==> config.mk <==
export PLATFORM = sky130hd
export DESIGN_NAME = byte_alu_core
export DESIGN_NICKNAME = d
export VERILOG_FILES = /design/src/rtl/byte_alu_pkg.sv /design/src/rtl/bac_addsub.sv /design/src/rtl/bac_logic.sv /design/src/rtl/bac_mult.sv /design/src/rtl/byte_alu_core.sv
export SDC_FILE = /design/constraint.sdc
export NUM_CORES = 1
export LEC_CHECK = 0
export ABC_AREA = 1
export BUFFER_PORTS_ARGS = -buffer_cell sky130_fd_sc_hd__buf_2
export CAP_MARGIN = 20
export CORE_UTILIZATION = 25
export DETAILED_ROUTE_END_ITERATION = 8
export PLACE_DENSITY = 0.5
export SLEW_MARGIN = 0
export SYNTH_ARGS = -nofsm -noshare
export SYNTH_HDL_FRONTEND = slang
export SYNTH_SLANG_ARGS = --single-unit
export TNS_END_PERCENT = 5
==> constraint.sdc <==
create_clock -name clk -period 16.9 [get_ports clk]
set_clock_uncertainty 0.2 [all_clocks]
set_input_delay 1.69 -clock clk [delete_from_list [all_inputs] [get_ports clk]]
set_output_delay 1.69 -clock clk [all_outputs]
set_load 0.02 [all_outputs]
==> src/rtl/byte_alu_pkg.sv <==
// Shared types for the byte arithmetic unit.
// Assumes a 4-bit operation code; codes above OP_MULS are unassigned.
package byte_alu_pkg;
    typedef enum logic [3:0] {
        OP_ADD  = 4'd0,
        OP_SUB  = 4'd1,
        OP_AND  = 4'd2,
        OP_OR   = 4'd3,
        OP_XOR  = 4'd4,
        OP_NOT  = 4'd5,
        OP_MOV  = 4'd6,
        OP_RR   = 4'd7,
        OP_RL   = 4'd8,
        OP_MULU = 4'd9,
        OP_MULS = 4'd10
    } alu_op_e;

    // True for the codes that name an operation.
    function automatic logic op_known(input logic [3:0] code);
        return code <= 4'd10;
    endfunction
endpackage

==> src/rtl/bac_addsub.sv <==
// Adder/subtractor split at the half-width boundary.
// Subtraction is formed as A + ~B + 1, so the carries out are the inverted borrows.
// Assumes WIDTH is even and at least 2.
module bac_addsub #(
    parameter int WIDTH = 8
) (
    input  logic [WIDTH-1:0] a,
    input  logic [WIDTH-1:0] b,
    input  logic             sub,
    output logic [WIDTH-1:0] sum,
    output logic             half_carry,
    output logic             full_carry
);
    localparam int HALF = WIDTH / 2;
    localparam int UPPER = WIDTH - HALF;

    logic [WIDTH-1:0] b_eff;
    logic [HALF:0]    lo_sum;
    logic [UPPER:0]   hi_sum;

    // Lower and upper halves added in turn so the middle carry stays visible.
    always_comb begin
        b_eff  = sub ? ~b : b;
        lo_sum = {1'b0, a[HALF-1:0]} + {1'b0, b_eff[HALF-1:0]} + {{HALF{1'b0}}, sub};
        hi_sum = {1'b0, a[WIDTH-1:HALF]} + {1'b0, b_eff[WIDTH-1:HALF]}
               + {{UPPER{1'b0}}, lo_sum[HALF]};
        sum        = {hi_sum[UPPER-1:0], lo_sum[HALF-1:0]};
        half_carry = lo_sum[HALF];
        full_carry = hi_sum[UPPER];
    end
endmodule

==> src/rtl/bac_logic.sv <==
// Logical, move and rotate-through-carry operations.
// A rotate shifts the incoming carry into the vacated end and returns the bit shifted out.
module bac_logic
    import byte_alu_pkg::*;
#(
    parameter int WIDTH = 8
) (
    input  alu_op_e          op,
    input  logic [WIDTH-1:0] a,
    input  logic [WIDTH-1:0] b,
    input  logic             cin,
    output logic [WIDTH-1:0] res,
    output logic             rot_out
);
    // Select the bitwise or rotate result for the current op.
    always_comb begin
        res     = '0;
        rot_out = 1'b0;
        unique case (op)
            OP_AND:  res = a & b;
            OP_OR:   res = a | b;
            OP_XOR:  res = a ^ b;
            OP_NOT:  res = ~a;
            OP_MOV:  res = b;
            OP_RR: begin
                res     = {cin, a[WIDTH-1:1]};
                rot_out = a[0];
            end
            OP_RL: begin
                res     = {a[WIDTH-2:0], cin};
                rot_out = a[WIDTH-1];
            end
            default: res = '0;
        endcase
    end
endmodule

==> src/rtl/bac_mult.sv <==
// WIDTH x WIDTH multiplier giving a 2*WIDTH product.
// For signed mode both operands are sign-extended to full product width first.
module bac_mult #(
    parameter int WIDTH = 8
) (
    input  logic [WIDTH-1:0]   a,
    input  logic [WIDTH-1:0]   b,
    input  logic               is_signed,
    output logic [2*WIDTH-1:0] prod
);
    localparam int PW = 2 * WIDTH;

    logic [PW-1:0] a_ext;
    logic [PW-1:0] b_ext;

    // Extend each operand, then keep the low PW bits of the product.
    always_comb begin
        a_ext = is_signed ? {{WIDTH{a[WIDTH-1]}}, a} : {{WIDTH{1'b0}}, a};
        b_ext = is_signed ? {{WIDTH{b[WIDTH-1]}}, b} : {{WIDTH{1'b0}}, b};
        prod  = a_ext * b_ext;
    end
endmodule

==> src/rtl/byte_alu_core.sv <==
// Top of the byte arithmetic unit: one registered stage holding the result,
// flags and high product byte. Flags an op does not define keep their value.
// Assumes the caller holds op_sel/operands valid in the cycle op_valid is high.
module byte_alu_core
    import byte_alu_pkg::*;
#(
    parameter int WIDTH = 8
) (
    input  logic             clk,
    input  logic             rst_n,
    input  logic             op_valid,
    input  logic [3:0]       op_sel,
    input  logic [WIDTH-1:0] opnd_a,
    input  logic [WIDTH-1:0] opnd_b,
    input  logic             carry_in,
    output logic [WIDTH-1:0] result,
    output logic             zero_flag,
    output logic             dcarry_flag,
    output logic             carry_flag,
    output logic [WIDTH-1:0] mul_high,
    output logic             res_valid
);
    localparam int PW = 2 * WIDTH;

    alu_op_e          op;
    logic [WIDTH-1:0] as_sum;
    logic             as_half, as_full;
    logic [WIDTH-1:0] lg_res;
    logic             lg_rot;
    logic [PW-1:0]    mul_prod;

    logic [WIDTH-1:0] nx_res, nx_high;
    logic             nx_z, nx_dc, nx_c;
    logic             take;

    assign op   = alu_op_e'(op_sel);
    assign take = op_valid && op_known(op_sel);

    bac_addsub #(.WIDTH(WIDTH)) u_addsub (
        .a(opnd_a), .b(opnd_b), .sub(op == OP_SUB),
        .sum(as_sum), .half_carry(as_half), .full_carry(as_full)
    );

    bac_logic #(.WIDTH(WIDTH)) u_logic (
        .op(op), .a(opnd_a), .b(opnd_b), .cin(carry_in),
        .res(lg_res), .rot_out(lg_rot)
    );

    bac_mult #(.WIDTH(WIDTH)) u_mult (
        .a(opnd_a), .b(opnd_b), .is_signed(op == OP_MULS), .prod(mul_prod)
    );

    // Choose next state for each register; unchanged by default.
    always_comb begin
        nx_res  = result;
        nx_high = mul_high;
        nx_z    = zero_flag;
        nx_dc   = dcarry_flag;
        nx_c    = carry_flag;
        if (take) begin
            case (op)
                OP_ADD, OP_SUB: begin
                    nx_res = as_sum;
                    nx_z   = (as_sum == '0);
                    nx_dc  = as_half;
                    nx_c   = as_full;
                end
                OP_AND, OP_OR, OP_XOR, OP_NOT, OP_MOV: begin
                    nx_res = lg_res;
                    nx_z   = (lg_res == '0);
                end
                OP_RR, OP_RL: begin
                    nx_res = lg_res;
                    nx_c   = lg_rot;
                end
                OP_MULU, OP_MULS: begin
                    nx_res  = mul_prod[WIDTH-1:0];
                    nx_high = mul_prod[PW-1:WIDTH];
                    nx_z    = (mul_prod[WIDTH-1:0] == '0);
                end
                default: nx_res = result;
            endcase
        end
    end

    // Output stage with synchronous active-low reset.
    always_ff @(posedge clk) begin
        if (!rst_n) begin
            result      <= '0;
            mul_high    <= '0;
            zero_flag   <= 1'b0;
            dcarry_flag <= 1'b0;
            carry_flag  <= 1'b0;
            res_valid   <= 1'b0;
        end else begin
            result      <= nx_res;
            mul_high    <= nx_high;
            zero_flag   <= nx_z;
            dcarry_flag <= nx_dc;
            carry_flag  <= nx_c;
            res_valid   <= take;
        end
    end
endmodule

==> results of run 1 <==
cells by family after synthesis:
group | after synthesis | share of synthesized area
AO/OA/AOI/OAI | 91 | 0.0949
XOR/XNOR | 22 | 0.0338
adder cells (fa/ha/maj) | 150 | 0.426
buffers and inverters | 251 | 0.167
flip-flops | 20 | 0.0701
AND/OR/NAND/NOR | 282 | 0.209
critical path: cells and delay by family:
kind / cells / cell delay (ns)
fa+ha+maj: 7 / 3.40
simple gates: 9 / 1.21
buf+inv: 9 / 0.70
placed cells by master, fill, tap and decap left out, types with 2 or more instances in the layout:
master	count
sky130_fd_sc_hd__nand3b_1	2
sky130_fd_sc_hd__nor2_2	4
sky130_fd_sc_hd__nor2_4	3
sky130_fd_sc_hd__dfxtp_1	20
sky130_fd_sc_hd__a21oi_1	26
sky130_fd_sc_hd__ha_1	76
sky130_fd_sc_hd__o2111ai_1	4
sky130_fd_sc_hd__nor3_1	3
sky130_fd_sc_hd__nand2_2	2
sky130_fd_sc_hd__xnor2_1	7
sky130_fd_sc_hd__o21a_1	2
sky130_fd_sc_hd__or2_2	4
sky130_fd_sc_hd__nand2_4	3
sky130_fd_sc_hd__inv_2	5
sky130_fd_sc_hd__clkbuf_16	3
sky130_fd_sc_hd__nand4_1	4
sky130_fd_sc_hd__nand2_1	159
sky130_fd_sc_hd__o22ai_1	17
sky130_fd_sc_hd__buf_2	43
sky130_fd_sc_hd__o21ai_0	21
sky130_fd_sc_hd__o21ai_1	6
sky130_fd_sc_hd__a22oi_1	2
sky130_fd_sc_hd__o21bai_1	3
sky130_fd_sc_hd__nand3_1	25
sky130_fd_sc_hd__fa_1	74
sky130_fd_sc_hd__nor4_1	2
sky130_fd_sc_hd__a31oi_1	5
sky130_fd_sc_hd__nor2_1	69
sky130_fd_sc_hd__xor2_1	15
sky130_fd_sc_hd__inv_1	227
power by group through the flow:
stage,Sequential (W),Combinational [W],Clock [W]
after floorplan,0.0000566,0.000262,0
after global placement,0.0000527,0.000349,0
after global routing,0.0000520,0.000401,0.0000730
final,0.0000516,0.000347,0.0000693
after detailed placement,0.0000528,0.000348,0
after CTS,0.0000517,0.000351,0.0000718
Yosys cell counts:
cell                        number
sky130_fd_sc_hd__a211oi_1        1
sky130_fd_sc_hd__a21boi_4        1
sky130_fd_sc_hd__a21o_1          1
sky130_fd_sc_hd__a21oi_1        26
sky130_fd_sc_hd__a22oi_1         2
sky130_fd_sc_hd__a31oi_1         5
sky130_fd_sc_hd__and2_1          1
sky130_fd_sc_hd__and3_1          1
sky130_fd_sc_hd__buf_2           1
sky130_fd_sc_hd__buf_6           1
sky130_fd_sc_hd__clkbuf_1       17
sky130_fd_sc_hd__dfxtp_1        20
sky130_fd_sc_hd__fa_1           74
sky130_fd_sc_hd__ha_1           76
sky130_fd_sc_hd__inv_1         227
sky130_fd_sc_hd__inv_2           5
sky130_fd_sc_hd__nand2_1       159
sky130_fd_sc_hd__nand2_2         2
sky130_fd_sc_hd__nand2_4         3
sky130_fd_sc_hd__nand3_1        25
sky130_fd_sc_hd__nand3b_1        2
sky130_fd_sc_hd__nand4_1         4
sky130_fd_sc_hd__nor2_1         69
sky130_fd_sc_hd__nor2_2          4
sky130_fd_sc_hd__nor2_4          3
sky130_fd_sc_hd__nor3_1          3
sky130_fd_sc_hd__nor4_1          2
sky130_fd_sc_hd__o2111ai_1       4
sky130_fd_sc_hd__o21a_1          2
sky130_fd_sc_hd__o21ai_0        21
sky130_fd_sc_hd__o21ai_1         6
sky130_fd_sc_hd__o21bai_1        3
sky130_fd_sc_hd__o221ai_1        1
sky130_fd_sc_hd__o22ai_1        17
sky130_fd_sc_hd__o2bb2ai_1       1
sky130_fd_sc_hd__or2_2           4
sky130_fd_sc_hd__xnor2_1         7
sky130_fd_sc_hd__xor2_1         15
stage by stage:
stage,total power [W],util,setup slack [ns]
after floorplan,0.000319,-,10.0
after global placement,0.000402,0.280,9.68
after detailed placement,0.000401,0.280,9.55
after CTS,0.000474,0.285,9.81
after global routing,0.000526,0.285,9.45
final,0.000468,0.285,9.85
routing by layer:
layer / vias up / share of wire / wire [um] / global-route usage
li1: 2503 / - / - / -
met1: 2331 / 0.48 / 7150 / 0.183
met2: 64 / 0.49 / 7330 / 0.239
met3: 12 / 0.030 / 449 / 0.0147
met4: 0 / 0.0080 / 120 / 0.0212
met5: - / 0 / 0 / 0
path summary, 6_finish.rpt:
| path | startpoint | end | slack, ns | depth (start not counted) |
|---|---|---|---|---|
| setup / recovery | op_sel[1] | mul_high[7] | 9.85 | 25 |
| hold / removal | carry_flag | carry_flag | 0.24 | 2 |
| setup reg to reg | result[1] | result[1] | 16.00 | 2 |
| hold reg to reg | carry_flag | carry_flag | 0.24 | 2 |
flip-flops by register name, summed over array words and instances (netlist names):
register     count
res_valid        1
dcarry_flag      1
zero_flag        1
result           8
carry_flag       1
mul_high         8
layout make-up:
class                      count  area (um^2)
fill                        2443        15800
multi-input combinational    545         4360
inverter                     232          871
sequential                    20          400
tap                          280          350
timing repair buffer          43          215
clock buffer                   3         75.1
clock inverter                 1         30.0
==> results.md, run 1 <==
- Result of the run: completed
- Cell taking the most area after synthesis: sky130_fd_sc_hd__fa_1
- Number of placed I/O pins: 44
- Initial Util: 0.258
- Post-placement cell area: 6190 um^2
- Routed len/inst: 13.4 um
- Worst-path maximum fanout: 10
- Sequential share of power: 0.110
- Number of instances in the synthesized netlist: 816
- Maximum clock insertion buffer count: 2
- Design Area, Final: 6300 um^2
- Number of slew-limit violations in the final report: 0
- Core region area: 22,100 um^2
- Flip-flop and latch count after synthesis: 20
- Signal arrival time at the worst endpoint: 7.02 ns
- HP Class: register to register
- Global placer's final weighted congestion: 0.863
- Leakage: 3.64 nW
- Max transition margin: 0.606
- Min Hold Slack: 0.243 ns
- Fraction of final layout cells sized beyond drive strength 1: 0.0818
- Number of placed cells counting well taps: 1,120
- Num rows: 54
- Cts bufs inserted: 3
- Critical path's most frequent cell: sky130_fd_sc_hd__inv_1
- Crit path max-delay cell type: sky130_fd_sc_hd__fa_1
- Average footprint of a synthesized cell: 7.00 um^2
- Remaining routing DRC violations: 0
- Setup TNS: 0 ns
- Clock latency reported for the late side of the worst-skew pair: 0.27 ns
- Number of routed nets with antenna violations: 0
- Net switching power figure: 0.000239 W
- Post-CTS clock slew at the launch and capture registers of the worst setup and hold paths: 0.07 ns
- Worst-case vdd ir drop: 41.8 uV
- Area growth, synth to finish: 10.3%
- Portion of synthesized cell area occupied by the leading cell type: 0.259
- Final period utilization: 0.417
- Total congestion overflow: 0
- Drt initial violations: 222
- Non-filler cells in the finished layout: 1,124
- DRT Wirelength: 15,000 um
- DR vias: 4,910
- Diodes inserted: 0
- Logic gate share of total power: 0.741
- Clk sinks: 20
- Global-route usage over all layers: 0.137
- Via count of the first global-routing pass: 4,969
- H-tree levels: 1
- TritonCTS clock tree: done
- CTS root buf: sky130_fd_sc_hd__clkbuf_16
- Final hold violation count: 0
- Setup Fix Bufs, Post-CTS: 0
- Number of iterations in the first detailed-routing pass: 4
- Switching portion of total power: 0.512
- Internal Pwr Total: 0.000228 W
- Syn_nets: 990
- Reported max-cap violation count: 0
- Count of buffers inserted at the top-level ports: 43
- Required arrival time at the worst endpoint: 16.87 ns
- Warnings from Yosys: 0
- Sort of element at the end of the critical path: register
- Top post-synthesis cells by area: sky130_fd_sc_hd__fa_1 (26%), sky130_fd_sc_hd__ha_1 (17%), sky130_fd_sc_hd__inv_1 (15%), sky130_fd_sc_hd__nand2_1 (10%), sky130_fd_sc_hd__dfxtp_1 (7.0%)
- Estimated wirelength of the detail-placed design: 13,000 um
- Power per cell area: 74.2 nW/um^2
- Pin count of the biggest net entering global routing: 13
- Largest stage delay, worst path: 0.56 ns
- Number of gates given a new drive strength after cts: 0
- Class of the most critical setup path: primary input to register
- CP Launch Type: primary input
- Via density per instance: 4.37
- Sequential fraction of the synthesis area: 0.0701
- Pin slew with the least headroom to its limit: 0.588 ns
- Final critical path time including I/O delays and setup: 7.05 ns
- Fmax: 142 MHz
- Unrepaired setup endpoints after global routing: false
- Area of the mapped netlist: 5710 um^2
- Die ar.: 23,400 um^2
- Post-CTS Hold Buffers: 0
- Distinct cells, synth: 38
- Post-layout nets: 1,019
- Clock Power Share: 0.148
- Setup Viol. Count Final: 0
- Width of the die: 153 um
- Wire length of the first global-routing pass: 25,600 um
- Initial antenna violation count: 0
- Die Height: 153 um
Power figures use the tool's default switching activity.
==> inputs of run 2 (changes only) <==
- ABC_AREA: 1 -> 0
- PLACE_DENSITY: 0.5 -> 0.51
- clock period: 16.9 -> 6.3 ns (I/O delays scaled with it)
==> results.md, run 2 <==
- Power, Total: 0.00127 W (+170%)
- CP Launch Type: primary input
- Number of iterations in the first detailed-routing pass: 4 (unchanged)
- Net switching power figure: 0.000596 W (+150%)
- Setup Viol. Count Final: 0 (unchanged)
- Sequential fraction of the synthesis area: 0.0736 (+0.00350)
- Cell taking the most area after synthesis: sky130_fd_sc_hd__fa_1
- Fraction of final layout cells sized beyond drive strength 1: 0.156 (+0.0741)
- Ordered cell list for the critical path: buf_2 -> nand2b_4 -> or2_4 -> nor2_4 -> nand2_1 -> buf_4 -> fa_1 -> inv_1 -> fa_1 -> inv_1 -> fa_1 -> fa_1 -> fa_1 -> fa_1 -> inv_1 -> ha_1 -> a21oi_1 -> o21ai_2 -> a31oi_1 -> xnor2_1 -> o21ai_0 -> and2_1
- Post-CTS clock slew at the launch and capture registers of the worst setup and hold paths: 0.06 ns (about the same)
- Reg-to-reg critical path endpoint: mul_high[7]
- Wire length of the first global-routing pass: 25,100 um (-2.1%)
- Post-placement cell area: 6230 um^2 (+0.57%)
- Average footprint of a synthesized cell: 8.29 um^2 (+18%)
- TritonCTS clock tree: done
- Worst-path maximum fanout: 5 (-5)
- Count of buffers inserted at the top-level ports: 43 (unchanged)
- Cts bufs inserted: 3 (unchanged)
- Remaining routing DRC violations: 0 (unchanged)
- Result of the run: completed
- Switching portion of total power: 0.470 (-0.0416)
- Worst-case vdd ir drop: 124 uV (+200%)
- Leakage: 3.23 nW (-11%)
- Sequential share of power: 0.111 (about the same)
- Fmax: 166 MHz
- Design Area, Final: 6350 um^2 (+0.81%)
- Most instantiated library cell after synthesis: sky130_fd_sc_hd__inv_1
- H-tree levels: 1 (unchanged)
- Initial antenna violation count: 0 (unchanged)
- Syn_nets: 830 (-16%)
- DP Worst Slack: -0.179 ns (-9.73 ns)
- Global placer's final weighted congestion: 0.841 (-2.5%)
- Multi-input gate area: 4430 um^2 (+1.6%)
- Crit path max-delay cell type: sky130_fd_sc_hd__fa_1
- Most frequent standard cell in the layout excluding fill and tap cells: sky130_fd_sc_hd__inv_1
- Commonest cells after routing, fill and taps aside: sky130_fd_sc_hd__inv_1 (131), sky130_fd_sc_hd__ha_1 (75), sky130_fd_sc_hd__fa_1 (74)
- Clock Power Share: 0.144 (-0.004)
- Class of the most critical setup path: primary input to register
- Required arrival time at the worst endpoint: 6.26 ns (-10.61 ns)
- Warnings from Yosys: 0 (unchanged)
- Clock latency reported for the late side of the worst-skew pair: 0.26 ns (about the same)
- Reg-to-reg setup timing slack: 5.30 ns (-10.70 ns)
- Largest registers: mul_high: 8 flops, result: 8 flops
- Global-route usage over all layers: 0.146 (+0.00889)
- Post-layout nets: 900 (-12%)
- Setup Fix Bufs, Post-CTS: 0 (unchanged)
- Top post-synthesis cells by area: sky130_fd_sc_hd__fa_1 (27%), sky130_fd_sc_hd__ha_1 (17%), sky130_fd_sc_hd__inv_1 (9.1%), sky130_fd_sc_hd__dfxtp_1 (7.4%), sky130_fd_sc_hd__xnor2_1 (5.3%)
- Final critical path time including I/O delays and setup: 6.01 ns
- DR vias: 4,447 (-9.4%)
- PnR worst setup slack: 0.289 ns (-9.56 ns)
- Crit path to: mul_high[7]
- Core region area: 21,200 um^2 (-4.3%)
- Logic gate share of total power: 0.745 (+0.004)
- Top routing layer used: met4
- Initial Util: 0.257 (-0.00136)
- Pin count of the biggest net entering global routing: 21 (+8)
- Number of slew-limit violations in the final report: 0 (unchanged)
- Total congestion overflow: 0 (unchanged)
- Via density per instance: 4.45 (+1.8%)
- Top cell family by delay on the critical path: adder cells
- Power per cell area: 200 nW/um^2 (+170%)
- DRT Wirelength: 15,100 um (+0.43%)
- Maximum clock insertion buffer count: 2 (unchanged)
- Via count of the first global-routing pass: 4,673 (-6.0%)
- Die ar.: 22,300 um^2 (-4.7%)
- Commonest cells in the netlist: sky130_fd_sc_hd__inv_1 (132), sky130_fd_sc_hd__ha_1 (76), sky130_fd_sc_hd__fa_1 (74)
- Unrepaired setup endpoints after global routing: false
- HP Class: register to register
- Sort of element at the end of the critical path: register
- Length in cells of the worst reg-to-reg path: 3 (+1)
- Share of synthesized registers carrying an async set or reset: 0 (unchanged)
- Setup TNS: 0 ns (unchanged)
- Signal arrival time at the worst endpoint: 5.97 ns (-1.05 ns)
- Width of the die: 149 um (-2.4%)
- Area of the mapped netlist: 5440 um^2 (-4.8%)
- Number of instances in the synthesized netlist: 656 (-20%)
- CTS root buf: sky130_fd_sc_hd__clkbuf_16
- R2r startpoint: mul_high[7]
- Critical path's most frequent cell: sky130_fd_sc_hd__fa_1
- Count of buffering cells on the critical path with inverters included: 5 (-4)
- Final hold violation count: 0 (unchanged)
- Area occupied by registers: 400 um^2 (unchanged)
- Filler cells: 2,282 (-6.6%)
- Clk sinks: 20 (unchanged)
- Final period utilization: 0.954
- Reported max-cap violation count: 0 (unchanged)
- Met1 layer wirelength in the final routing: 6990 um (-2.3%)
- DR WL met3: 585 um (+30%)
- Drt initial violations: 187 (-16%)
- Die Height: 149 um (-2.4%)
- Internal Pwr Total: 0.000672 W (+190%)
- Distinct cells, synth: 51 (+34%)
- Largest stage delay, worst path: 0.55 ns (about the same)
- Flip-flop and latch count after synthesis: 20 (unchanged)
- Max transition margin: 0.395 (-0.210)
- Crit path launch: op_sel[2]
- Estimated wirelength of the detail-placed design: 13,000 um (-0.28%)
- Min Hold Slack: 0.284 ns (+0.0411 ns)
- Num rows: 53 (-1.9%)
- Number of cells on the critical path: 22 (-12%)
- Met2 Wirelength: 7290 um (-0.51%)
- Number of synthesized flops with an enable pin: 0 (unchanged)
- Number of placed I/O pins: 44 (unchanged)
- Routed len/inst: 15.1 um (+13%)
- Portion of synthesized cell area occupied by the leading cell type: 0.272 (+0.0130)
- Number of routed nets with antenna violations: 0 (unchanged)
- Top FF cell, synth: sky130_fd_sc_hd__dfxtp_1
- Area growth, synth to finish: 16.8%
- Diodes inserted: 0 (unchanged)
- Pin slew with the least headroom to its limit: 0.907 ns (+0.319 ns)
==> run 2: cells by family (layout without fill, tap and decap cells) <==
| family | after synthesis | after routing | synth area share |
|---|---|---|---|
| AND/OR/NAND/NOR | 164 | 164 | 0.137 |
| buffers and inverters | 162 | 231 | 0.118 |
| adder cells (fa/ha/maj) | 150 | 150 | 0.447 |
| AO/OA/AOI/OAI | 100 | 100 | 0.117 |
| XOR/XNOR | 42 | 42 | 0.0702 |
| flip-flops | 20 | 20 | 0.0736 |
| multiplexers | 18 | 18 | 0.0364 |
==> run 2: worst register-to-register path, stage by stage (launching register included) <==
cell                      delay [ns]
sky130_fd_sc_hd__dfxtp_1        0.35
sky130_fd_sc_hd__nand2_1        0.08
sky130_fd_sc_hd__o21ai_0        0.10
sky130_fd_sc_hd__and2_1         0.18
==> run 2: timing repair <==
action | in CTS | in global routing
gates resized for setup | 0 | 7
endpoints found under the setup margin | 0 | 4
hold buffers | 0 | 0
==> run 2: worst min path at each step <==
stage	from	slack, ns	endpoint	cells after the start
after floorplan	result[3]	0.37	result[3]	2
after global placement	mul_high[0]	0.27	mul_high[0]	2
after detailed placement	mul_high[0]	0.27	mul_high[0]	2
after CTS	mul_high[0]	0.29	mul_high[0]	2
after global routing	mul_high[0]	0.33	mul_high[0]	2
final	mul_high[0]	0.28	mul_high[0]	2
==> run 2: cell type report <==
class	instances	share of cell area
multi-input combinational	474	0.697
timing repair buffer	88	0.0871
inverter	139	0.0822
sequential	20	0.0630
tap	275	0.0542
clock buffer	3	0.0118
clock inverter	1	0.00473
==> run 2: routing by layer <==
layer | GRT usage | vias to the layer above
met2 | 0.255 | 85
met1 | 0.192 | 2131
met4 | 0.0316 | 0
met3 | 0.0134 | 15
li1 | - | 2216
met5 | 0 | -
==> run 2: power groups by stage <==
stage | clock network, W | registers [W] | logic [W]
floorplan | 0 | 0.000157 | 0.000687
global placement | 0 | 0.000144 | 0.000952
detailed placement | 0 | 0.000144 | 0.000951
CTS | 0.000188 | 0.000142 | 0.000959
global route | 0.000191 | 0.000143 | 0.00108
finish | 0.000182 | 0.000141 | 0.000944
==> run 2: per-stage QoR <==
step,instances,utilization
floorplan,656,-
global placement,996,0.294
detailed placement,996,0.294
CTS,1000,0.299
global route,1000,0.300
finish,1000,0.300
